## src/rtl/sertx_pkg.sv

```systemverilog
`timescale 1ns/1ps
package sertx_pkg;

    typedef enum logic [2:0] {
        ST_IDLE,
        ST_START,
        ST_DATA,
        ST_PARITY,
        ST_STOP,
        ST_BREAK
    } tx_state_e;

    typedef enum logic [1:0] {
        PAR_OFF  = 2'b00,
        PAR_EVEN = 2'b01,
        PAR_ODD  = 2'b10,
        PAR_OFF2 = 2'b11
    } par_mode_e;

endpackage

```

## src/rtl/sertx_queue.sv

```systemverilog
`timescale 1ns/1ps
module sertx_queue #(
    parameter int W     = 9,
    parameter int DEPTH = 4
) (
    input  logic         clk,
    input  logic         rst_n,
    input  logic         push_req,
    input  logic [W-1:0] push_data,
    input  logic         pop,
    output logic [W-1:0] pop_data,
    output logic         empty,
    output logic         full
);
    localparam int AW = (DEPTH > 1) ? $clog2(DEPTH) : 1;
    localparam int CW = $clog2(DEPTH + 1);
    localparam logic [AW-1:0] PTR_LAST = AW'(DEPTH - 1);
    localparam logic [CW-1:0] LVL_FULL = CW'(DEPTH);

    logic [W-1:0]  mem [DEPTH];
    logic [AW-1:0] wptr, rptr;
    logic [CW-1:0] level;
    logic          push;

    // Acceptance depends only on the level before the edge
    assign push     = push_req && !full;
    assign full     = (level == LVL_FULL);
    assign empty    = (level == '0);
    assign pop_data = mem[rptr];

    always_ff @(posedge clk) begin
        if (push) mem[wptr] <= push_data;
    end

    always_ff @(posedge clk or negedge rst_n) begin
        if (!rst_n) begin
            wptr  <= '0;
            rptr  <= '0;
            level <= '0;
        end else begin
            if (push) wptr <= (wptr == PTR_LAST) ? '0 : wptr + 1'b1;
            if (pop)  rptr <= (rptr == PTR_LAST) ? '0 : rptr + 1'b1;
            unique case ({push, pop})
                2'b10:   level <= level + 1'b1;
                2'b01:   level <= level - 1'b1;
                default: level <= level;
            endcase
        end
    end

    // a write on a full queue is dropped
    a_r6_drop_when_full: assert property (@(posedge clk) disable iff (!rst_n)
        (full && push_req && !pop) |=> full);

    // the framer never pops an empty queue
    a_r6_no_pop_empty: assert property (@(posedge clk) disable iff (!rst_n)
        pop |-> !empty);

endmodule

```

## src/rtl/sertx_framer.sv

```systemverilog
`timescale 1ns/1ps
module sertx_framer
    import sertx_pkg::*;
#(
    parameter int W        = 9,
    parameter int TPB      = 16,
    parameter int BRK_BITS = 13
) (
    input  logic         clk,
    input  logic         rst_n,
    input  logic         tick,
    input  logic         q_empty,
    input  logic [W-1:0] q_data,
    input  logic         nine_bit,
    input  logic [1:0]   par_sel,
    input  logic         two_stop,
    input  logic         flow_en,
    input  logic         cts_n,
    input  logic         break_req,
    output logic         q_pop,
    output logic         line
);
    localparam int TCW  = $clog2(TPB);
    localparam int BMAX = (BRK_BITS > W) ? BRK_BITS : W;
    localparam int BCW  = $clog2(BMAX + 1);
    localparam logic [TCW-1:0] TC_LAST    = TCW'(TPB - 1);
    localparam logic [BCW-1:0] BRK_LAST   = BCW'(BRK_BITS - 1);
    localparam logic [BCW-1:0] LAST_WIDE  = BCW'(W - 1);
    localparam logic [BCW-1:0] LAST_NARROW = BCW'(W - 2);

    tx_state_e      state, state_nxt;
    logic [TCW-1:0] tcnt;
    logic [BCW-1:0] bcnt;
    logic [W-1:0]   shreg;
    logic           nine_q, two_q, par_on_q, par_bit_q, brk_pend;
    logic           go, launch_brk, launch_data, bit_end;
    logic [BCW-1:0] data_last;

    assign go          = !flow_en || !cts_n;
    assign launch_brk  = (state == ST_IDLE) && brk_pend && go;
    assign launch_data = (state == ST_IDLE) && !brk_pend && !q_empty && go;
    assign bit_end     = tick && (tcnt == TC_LAST);
    assign data_last   = nine_q ? LAST_WIDE : LAST_NARROW;
    assign q_pop       = launch_data;

    // next-state decode
    always_comb begin
        state_nxt = state;
        unique case (state)
            ST_IDLE:   if (launch_brk) state_nxt = ST_BREAK;
                       else if (launch_data) state_nxt = ST_START;
            ST_START:  if (bit_end) state_nxt = ST_DATA;
            ST_DATA:   if (bit_end && bcnt == data_last)
                           state_nxt = par_on_q ? ST_PARITY : ST_STOP;
            ST_PARITY: if (bit_end) state_nxt = ST_STOP;
            ST_STOP:   if (bit_end && bcnt == BCW'(two_q)) state_nxt = ST_IDLE;
            ST_BREAK:  if (bit_end && bcnt == BRK_LAST) state_nxt = ST_STOP;
            default:   state_nxt = ST_IDLE;
        endcase
    end

    // state register and datapath
    always_ff @(posedge clk or negedge rst_n) begin
        if (!rst_n) begin
            state     <= ST_IDLE;
            tcnt      <= '0;
            bcnt      <= '0;
            shreg     <= '0;
            nine_q    <= 1'b0;
            two_q     <= 1'b0;
            par_on_q  <= 1'b0;
            par_bit_q <= 1'b0;
            brk_pend  <= 1'b0;
        end else begin
            state    <= state_nxt;
            brk_pend <= break_req || (brk_pend && !launch_brk);
            if (state_nxt != state) begin
                tcnt <= '0;
                bcnt <= '0;
            end else if (tick) begin
                tcnt <= bit_end ? '0 : tcnt + 1'b1;
                if (bit_end) bcnt <= bcnt + 1'b1;
            end
            if (launch_data) begin
                shreg     <= q_data;
                nine_q    <= nine_bit;
                two_q     <= two_stop;
                par_on_q  <= !nine_bit &&
                             (par_sel == PAR_EVEN || par_sel == PAR_ODD);
                par_bit_q <= (^q_data[W-2:0]) ^ (par_sel == PAR_ODD);
            end else if (launch_brk) begin
                two_q    <= 1'b0;
                par_on_q <= 1'b0;
            end else if (state == ST_DATA && bit_end) begin
                shreg <= shreg >> 1;
            end
        end
    end

    // line level from state
    always_comb begin
        unique case (state)
            ST_IDLE:   line = 1'b1;
            ST_START:  line = 1'b0;
            ST_DATA:   line = shreg[0];
            ST_PARITY: line = par_bit_q;
            ST_STOP:   line = 1'b1;
            ST_BREAK:  line = 1'b0;
            default:   line = 1'b1;
        endcase
    end

    // the line rests high between frames
    a_r1_idle_line_high: assert property (@(posedge clk) disable iff (!rst_n)
        (state == ST_IDLE) |-> line);

    // clear-to-send deasserted keeps the controller idle
    a_r8_cts_holds: assert property (@(posedge clk) disable iff (!rst_n)
        (state == ST_IDLE && flow_en && cts_n) |=> (state == ST_IDLE));

    // only the stop state may return to idle
    a_r9_no_abort: assert property (@(posedge clk) disable iff (!rst_n)
        (state != ST_IDLE && state != ST_STOP) |=> (state != ST_IDLE));

    // parity is never sent after nine data bits
    a_r3_no_parity_wide: assert property (@(posedge clk) disable iff (!rst_n)
        (state == ST_PARITY) |-> !nine_q);

    // a break always ends through a stop bit
    a_r10_break_to_stop: assert property (@(posedge clk) disable iff (!rst_n)
        (state == ST_BREAK) |=> (state == ST_BREAK || state == ST_STOP));

endmodule

```

## src/rtl/serial_tx_engine.sv

```systemverilog
`timescale 1ns/1ps
module serial_tx_engine #(
    parameter int WORD_W        = 9,
    parameter int DEPTH         = 4,
    parameter int TICKS_PER_BIT = 16,
    parameter int BREAK_BITS    = 13
) (
    input  logic              clk,
    input  logic              rst_n,
    input  logic              baud_tick,
    input  logic              wr_en,
    input  logic [WORD_W-1:0] wr_data,
    input  logic              nine_bit,
    input  logic [1:0]        par_sel,
    input  logic              two_stop,
    input  logic              flow_en,
    input  logic              cts_n,
    input  logic              break_req,
    input  logic              loop_en,
    output logic              txd,
    output logic              loop_out,
    output logic              tx_irq
);
    logic              q_pop, q_empty, q_full, line;
    logic [WORD_W-1:0] q_data;

    sertx_queue #(.W(WORD_W), .DEPTH(DEPTH)) u_queue (
        .clk       (clk),
        .rst_n     (rst_n),
        .push_req  (wr_en),
        .push_data (wr_data),
        .pop       (q_pop),
        .pop_data  (q_data),
        .empty     (q_empty),
        .full      (q_full)
    );

    sertx_framer #(.W(WORD_W), .TPB(TICKS_PER_BIT), .BRK_BITS(BREAK_BITS)) u_framer (
        .clk       (clk),
        .rst_n     (rst_n),
        .tick      (baud_tick),
        .q_empty   (q_empty),
        .q_data    (q_data),
        .nine_bit  (nine_bit),
        .par_sel   (par_sel),
        .two_stop  (two_stop),
        .flow_en   (flow_en),
        .cts_n     (cts_n),
        .break_req (break_req),
        .q_pop     (q_pop),
        .line      (line)
    );

    assign txd      = loop_en ? 1'b1 : line;
    assign loop_out = loop_en ? line : 1'b1;
    assign tx_irq   = !q_full;

    // room can only vanish right after a write
    a_r7_irq_falls_on_write: assert property (@(posedge clk) disable iff (!rst_n)
        $fell(tx_irq) |-> $past(wr_en));

    // room only reappears when a frame takes a word
    a_r7_irq_rises_on_launch: assert property (@(posedge clk) disable iff (!rst_n)
        $rose(tx_irq) |-> $past(q_pop));

endmodule

```

## config.mk

```make
export PLATFORM = sky130hd
export DESIGN_NAME = serial_tx_engine
export DESIGN_NICKNAME = d
export VERILOG_FILES = /design/src/rtl/sertx_pkg.sv /design/src/rtl/sertx_queue.sv /design/src/rtl/sertx_framer.sv /design/src/rtl/serial_tx_engine.sv
export SDC_FILE = /design/constraint.sdc
export NUM_CORES = 1
export LEC_CHECK = 0
export CAP_MARGIN = 0
export CORE_UTILIZATION = 25
export DETAILED_ROUTE_END_ITERATION = 10
export DONT_BUFFER_PORTS = 1
export GPL_TIMING_DRIVEN = 1
export HOLD_SLACK_MARGIN = 0.1
export PLACE_DENSITY_LB_ADDON = 0.2
export SLEW_MARGIN = 10
export SYNTH_ARGS = -nofsm -noshare
export SYNTH_HDL_FRONTEND = slang
export SYNTH_SLANG_ARGS = --single-unit
```

## constraint.sdc

```tcl
create_clock -name clk -period 4.05 [get_ports clk]
set_clock_uncertainty 0.2 [all_clocks]
set_input_delay 0.405 -clock clk [delete_from_list [all_inputs] [get_ports clk]]
set_output_delay 0.405 -clock clk [all_outputs]
set_load 0.02 [all_outputs]
```

==> impl_metrics.tcl <==
set metrics [dict create \
    fillCellCount 1318 \
    cp.required_ns 4.11 \
    cp-startpoint "u_framer.state[1]$_DFF_PN0_" \
    syn2layout_area_growth_pct 19.3 \
    pwr-share-comb 0.239 \
    ys.flop_type "edfxtp_1" \
    seq_area_frac_synth 0.582 \
    final_common_cell "edfxtp_1" \
    htreeDepth 3 \
    ys_warn_count 0 \
    cp_common_cell "xor2_1" \
    switching_power_mw 0.709 \
    min_period_over_period 0.726 \
    leakage_nw 1.46 \
    post-route-util 0.306 \
    critical_path.endpoint "u_queue.level[2]$_DFFE_PN0P_" \
    cpPeakStageDelay_ns 0.55 \
    rr_startpoint "u_framer.state[1]$_DFF_PN0_" \
    final_cell_mix "edfxtp_1, dfrtp_1, nand2_1" \
    clkPwrFrac 0.339 \
    synth_xor_area_frac 0.0445 \
    p_int_mw 1.65 \
    die_w_um 116 \
    status "completed" \
    rsz0062_at_grt "false" \
    ant_nets 0 \
    power_frac_seq 0.422 \
    io_buffer_count 0 \
    dp_cells 401 \
    cp.depth 8 \
    finalHoldViolations 0 \
    grt_max_degree 33 \
    fin_crit_ns 2.94 \
    clk_path_buf_depth 2 \
    critPathKind "flop to flop" \
    synth_compound_area_frac 0.0960 \
    wire_per_inst_um 13.8 \
    crit_family "simple AND/OR/NAND/NOR gates" \
    vias 1885 \
    cts_tree "done" \
    dp_hpwl_um 4110 \
    setup_viol 0 \
    first_pass_iters 4 \
    vias_per_cell 4.35 \
    fmax_mhz 340 \
    synth_top_family_by_area "multiplexers" \
    cp_max_fo 16 \
    pwr_density_cell_mw_per_mm2 611 \
    die-height_um 116 \
    start_util 0.256 \
    slew_violations 0 \
    final_nets 288 \
    die_area_sq_mm 0.0134 \
    ys_seq_elements 68 \
    synth_area_per_cell_sq_um 13.6 \
    drtIter0Drc 95 \
    yosys.area_share.simple 0.0883 \
    gp_congestion 0.733 \
    slowest_stage "and3_2" \
    worst_skew_pair.late_latency_ns 0.33 \
    synthAdderAreaFrac 0.0449 \
    cp-start-kind "flop" \
    synthesis.nets 270 \
    root_buffer "clkbuf_16" \
    gr-total-overflow 0 \
    drc 0 \
    path_cells "a2111oi_4, and3_2, ha_1, inv_1, fa_1, xor2_1, nor2_1, xor2_1" \
    grt_use_total 0.101 \
    hold_class "input port to flop" \
    drt_wl_total_um 5980 \
    worst-path-buf-inv 1 \
    min_from "baud_tick" \
    reg2reg_to "u_queue.level[2]$_DFFE_PN0P_" \
    async_flop_share 0.471 \
    ys_types 55 \
    endpoint_kind "flop" \
    synth_edf_count 36 \
    diodes 0 \
    syn_area_sq_mm 0.00323 \
    grt_first_pass_wirelength_um 9870 \
    syn_inst 238 \
    relSlewSlack 0.328 \
    cap_violations 0 \
    num_rows 41 \
    cts-buffers-inserted 9 \
    drive_gt1_frac 0.153 \
    synth_mux_area_frac 0.109 \
    worstPathArrival_ns 3.00 \
    cts_sinks 68 \
    reg2regPathDepth 8 \
    vdd_drop_max_v 0.000313 \
    antenna_found_initial 0 \
    regToRegSetupSlack_ns 1.11 \
    p_sw_frac 0.301 \
    setup_tns_ns 0 \
    core_sq_mm 0.0126 \
    clk_pin_slew_ns 0.06 \
    first_global_vias 1922 \
    ios 24 \
    stdcell_count 433 \
    worst_pin_slew_ns 1.00 \
]
what timing repair did:
| action | CTS | global route |
|---|---|---|
| setup endpoints to repair | 0 | 0 |
| endpoints found under the hold margin | 74 | 0 |
| setup buffers | 0 | 0 |
| hold buffers | 16 | 0 |
| gates resized for setup | 0 | 0 |
Yosys cell counts (3+ instances only):
master / instances / area, sq um
edfxtp_1: 36 / 1080
dfrtp_1: 32 / 801
nand2_1: 24 / 90.1
o21ai_0: 15 / 75.1
inv_1: 12 / 45.0
ha_1: 10 / 125
mux2i_1: 9 / 90.1
nor2_1: 9 / 33.8
mux4_2: 8 / 180
xnor2_1: 7 / 61.3
a21oi_1: 6 / 30.0
mux2_2: 5 / 56.3
nand3_1: 5 / 25.0
xor2_1: 5 / 43.8
and3_1: 4 / 25.0
or3_1: 4 / 25.0
clkbuf_1: 3 / 11.3
worst min-delay path by stage:
| stage | to | depth (start not counted) |
|---|---|---|
| detailed placement | u_framer.state[2]$_DFF_PN0_ | 0 |
| global placement | u_framer.state[1]$_DFF_PN0_ | 0 |
| global route | u_framer.tcnt[2]$_DFFE_PN0P_ | 3 |
| finish | u_framer.tcnt[2]$_DFFE_PN0P_ | 3 |
| CTS | u_framer.tcnt[2]$_DFFE_PN0P_ | 3 |
| floorplan | u_framer.bcnt[0]$_DFFE_PN0P_ | 0 |
tightest hold or removal path: stages:
cell     delay (ns)
nand2_1        0.06
xor2_1         0.06
nor2_1         0.08
cell families after synthesis:
| logic type | Yosys count |
|---|---|
| adder cells (fa/ha/maj) | 11 |
| buffers and inverters | 21 |
| AND/OR/NAND/NOR | 58 |
| AO/OA/AOI/OAI | 43 |
| XOR/XNOR | 14 |
| multiplexers | 23 |
| flip-flops | 68 |
flip-flops by register name (all words and copies together), names as in the netlist:
| register | cells |
|---|---|
| u_queue.level | 3 |
| u_queue.rptr | 2 |
| u_queue.wptr | 2 |
| u_framer.par_bit_q | 1 |
| u_framer.tcnt | 4 |
| u_framer.shreg | 9 |
| u_queue.mem | 36 |
| u_framer.state | 3 |
| u_framer.two_q | 1 |
| u_framer.bcnt | 4 |
| u_framer.par_on_q | 1 |
| u_framer.brk_pend | 1 |
| u_framer.nine_q | 1 |
per-stage QoR:
stage / power, mW / setup WS (ns) / area [sq um] / hold WS [ns]
3_5_place_dp: 1.56 / 1.10 / 3380 / -0.0897
5_1_grt: 2.49 / 0.874 / 3860 / 0.145
4_1_cts: 2.39 / 1.09 / 3860 / 0.102
6_report: 2.35 / 1.11 / 3860 / 0.109
2_1_floorplan: 1.45 / 1.35 / 3230 / -0.0906
3_3_place_gp: 1.56 / 1.15 / 3380 / -0.0896
layout make-up:
| class | instances | area (sq um) | share of cell area |
|---|---|---|---|
| Tap cell | 172 | 215 | 0.0558 |
| Timing Repair Buffer | 16 | 170 | 0.0441 |
| Multi-Input combinational cell | 149 | 1240 | 0.321 |
| Inverter | 12 | 45.0 | 0.0117 |
| Clock inverter | 7 | 81.3 | 0.0211 |
| Sequential cell | 68 | 1880 | 0.488 |
| Clock buffer | 9 | 225 | 0.0584 |
layer usage:
layer / up-vias / share of wire / global-route usage
met5: - / 0 / 0
met4: 0 / 0.020 / 0.0462
met3: 10 / 0.057 / 0.0403
met2: 39 / 0.46 / 0.158
met1: 925 / 0.46 / 0.124
li1: 911 / - / -
power groups by stage:
stage                     clock, mW  sequential [mW]  combinational [mW]
final                         0.799            0.994               0.562
after global placement            0             1.01               0.546
after detailed placement          0             1.01               0.548
after floorplan                   0            0.945               0.510
after CTS                     0.821            0.997               0.576
after global routing          0.845             1.02               0.627
(Power assumes the default switching activity.)
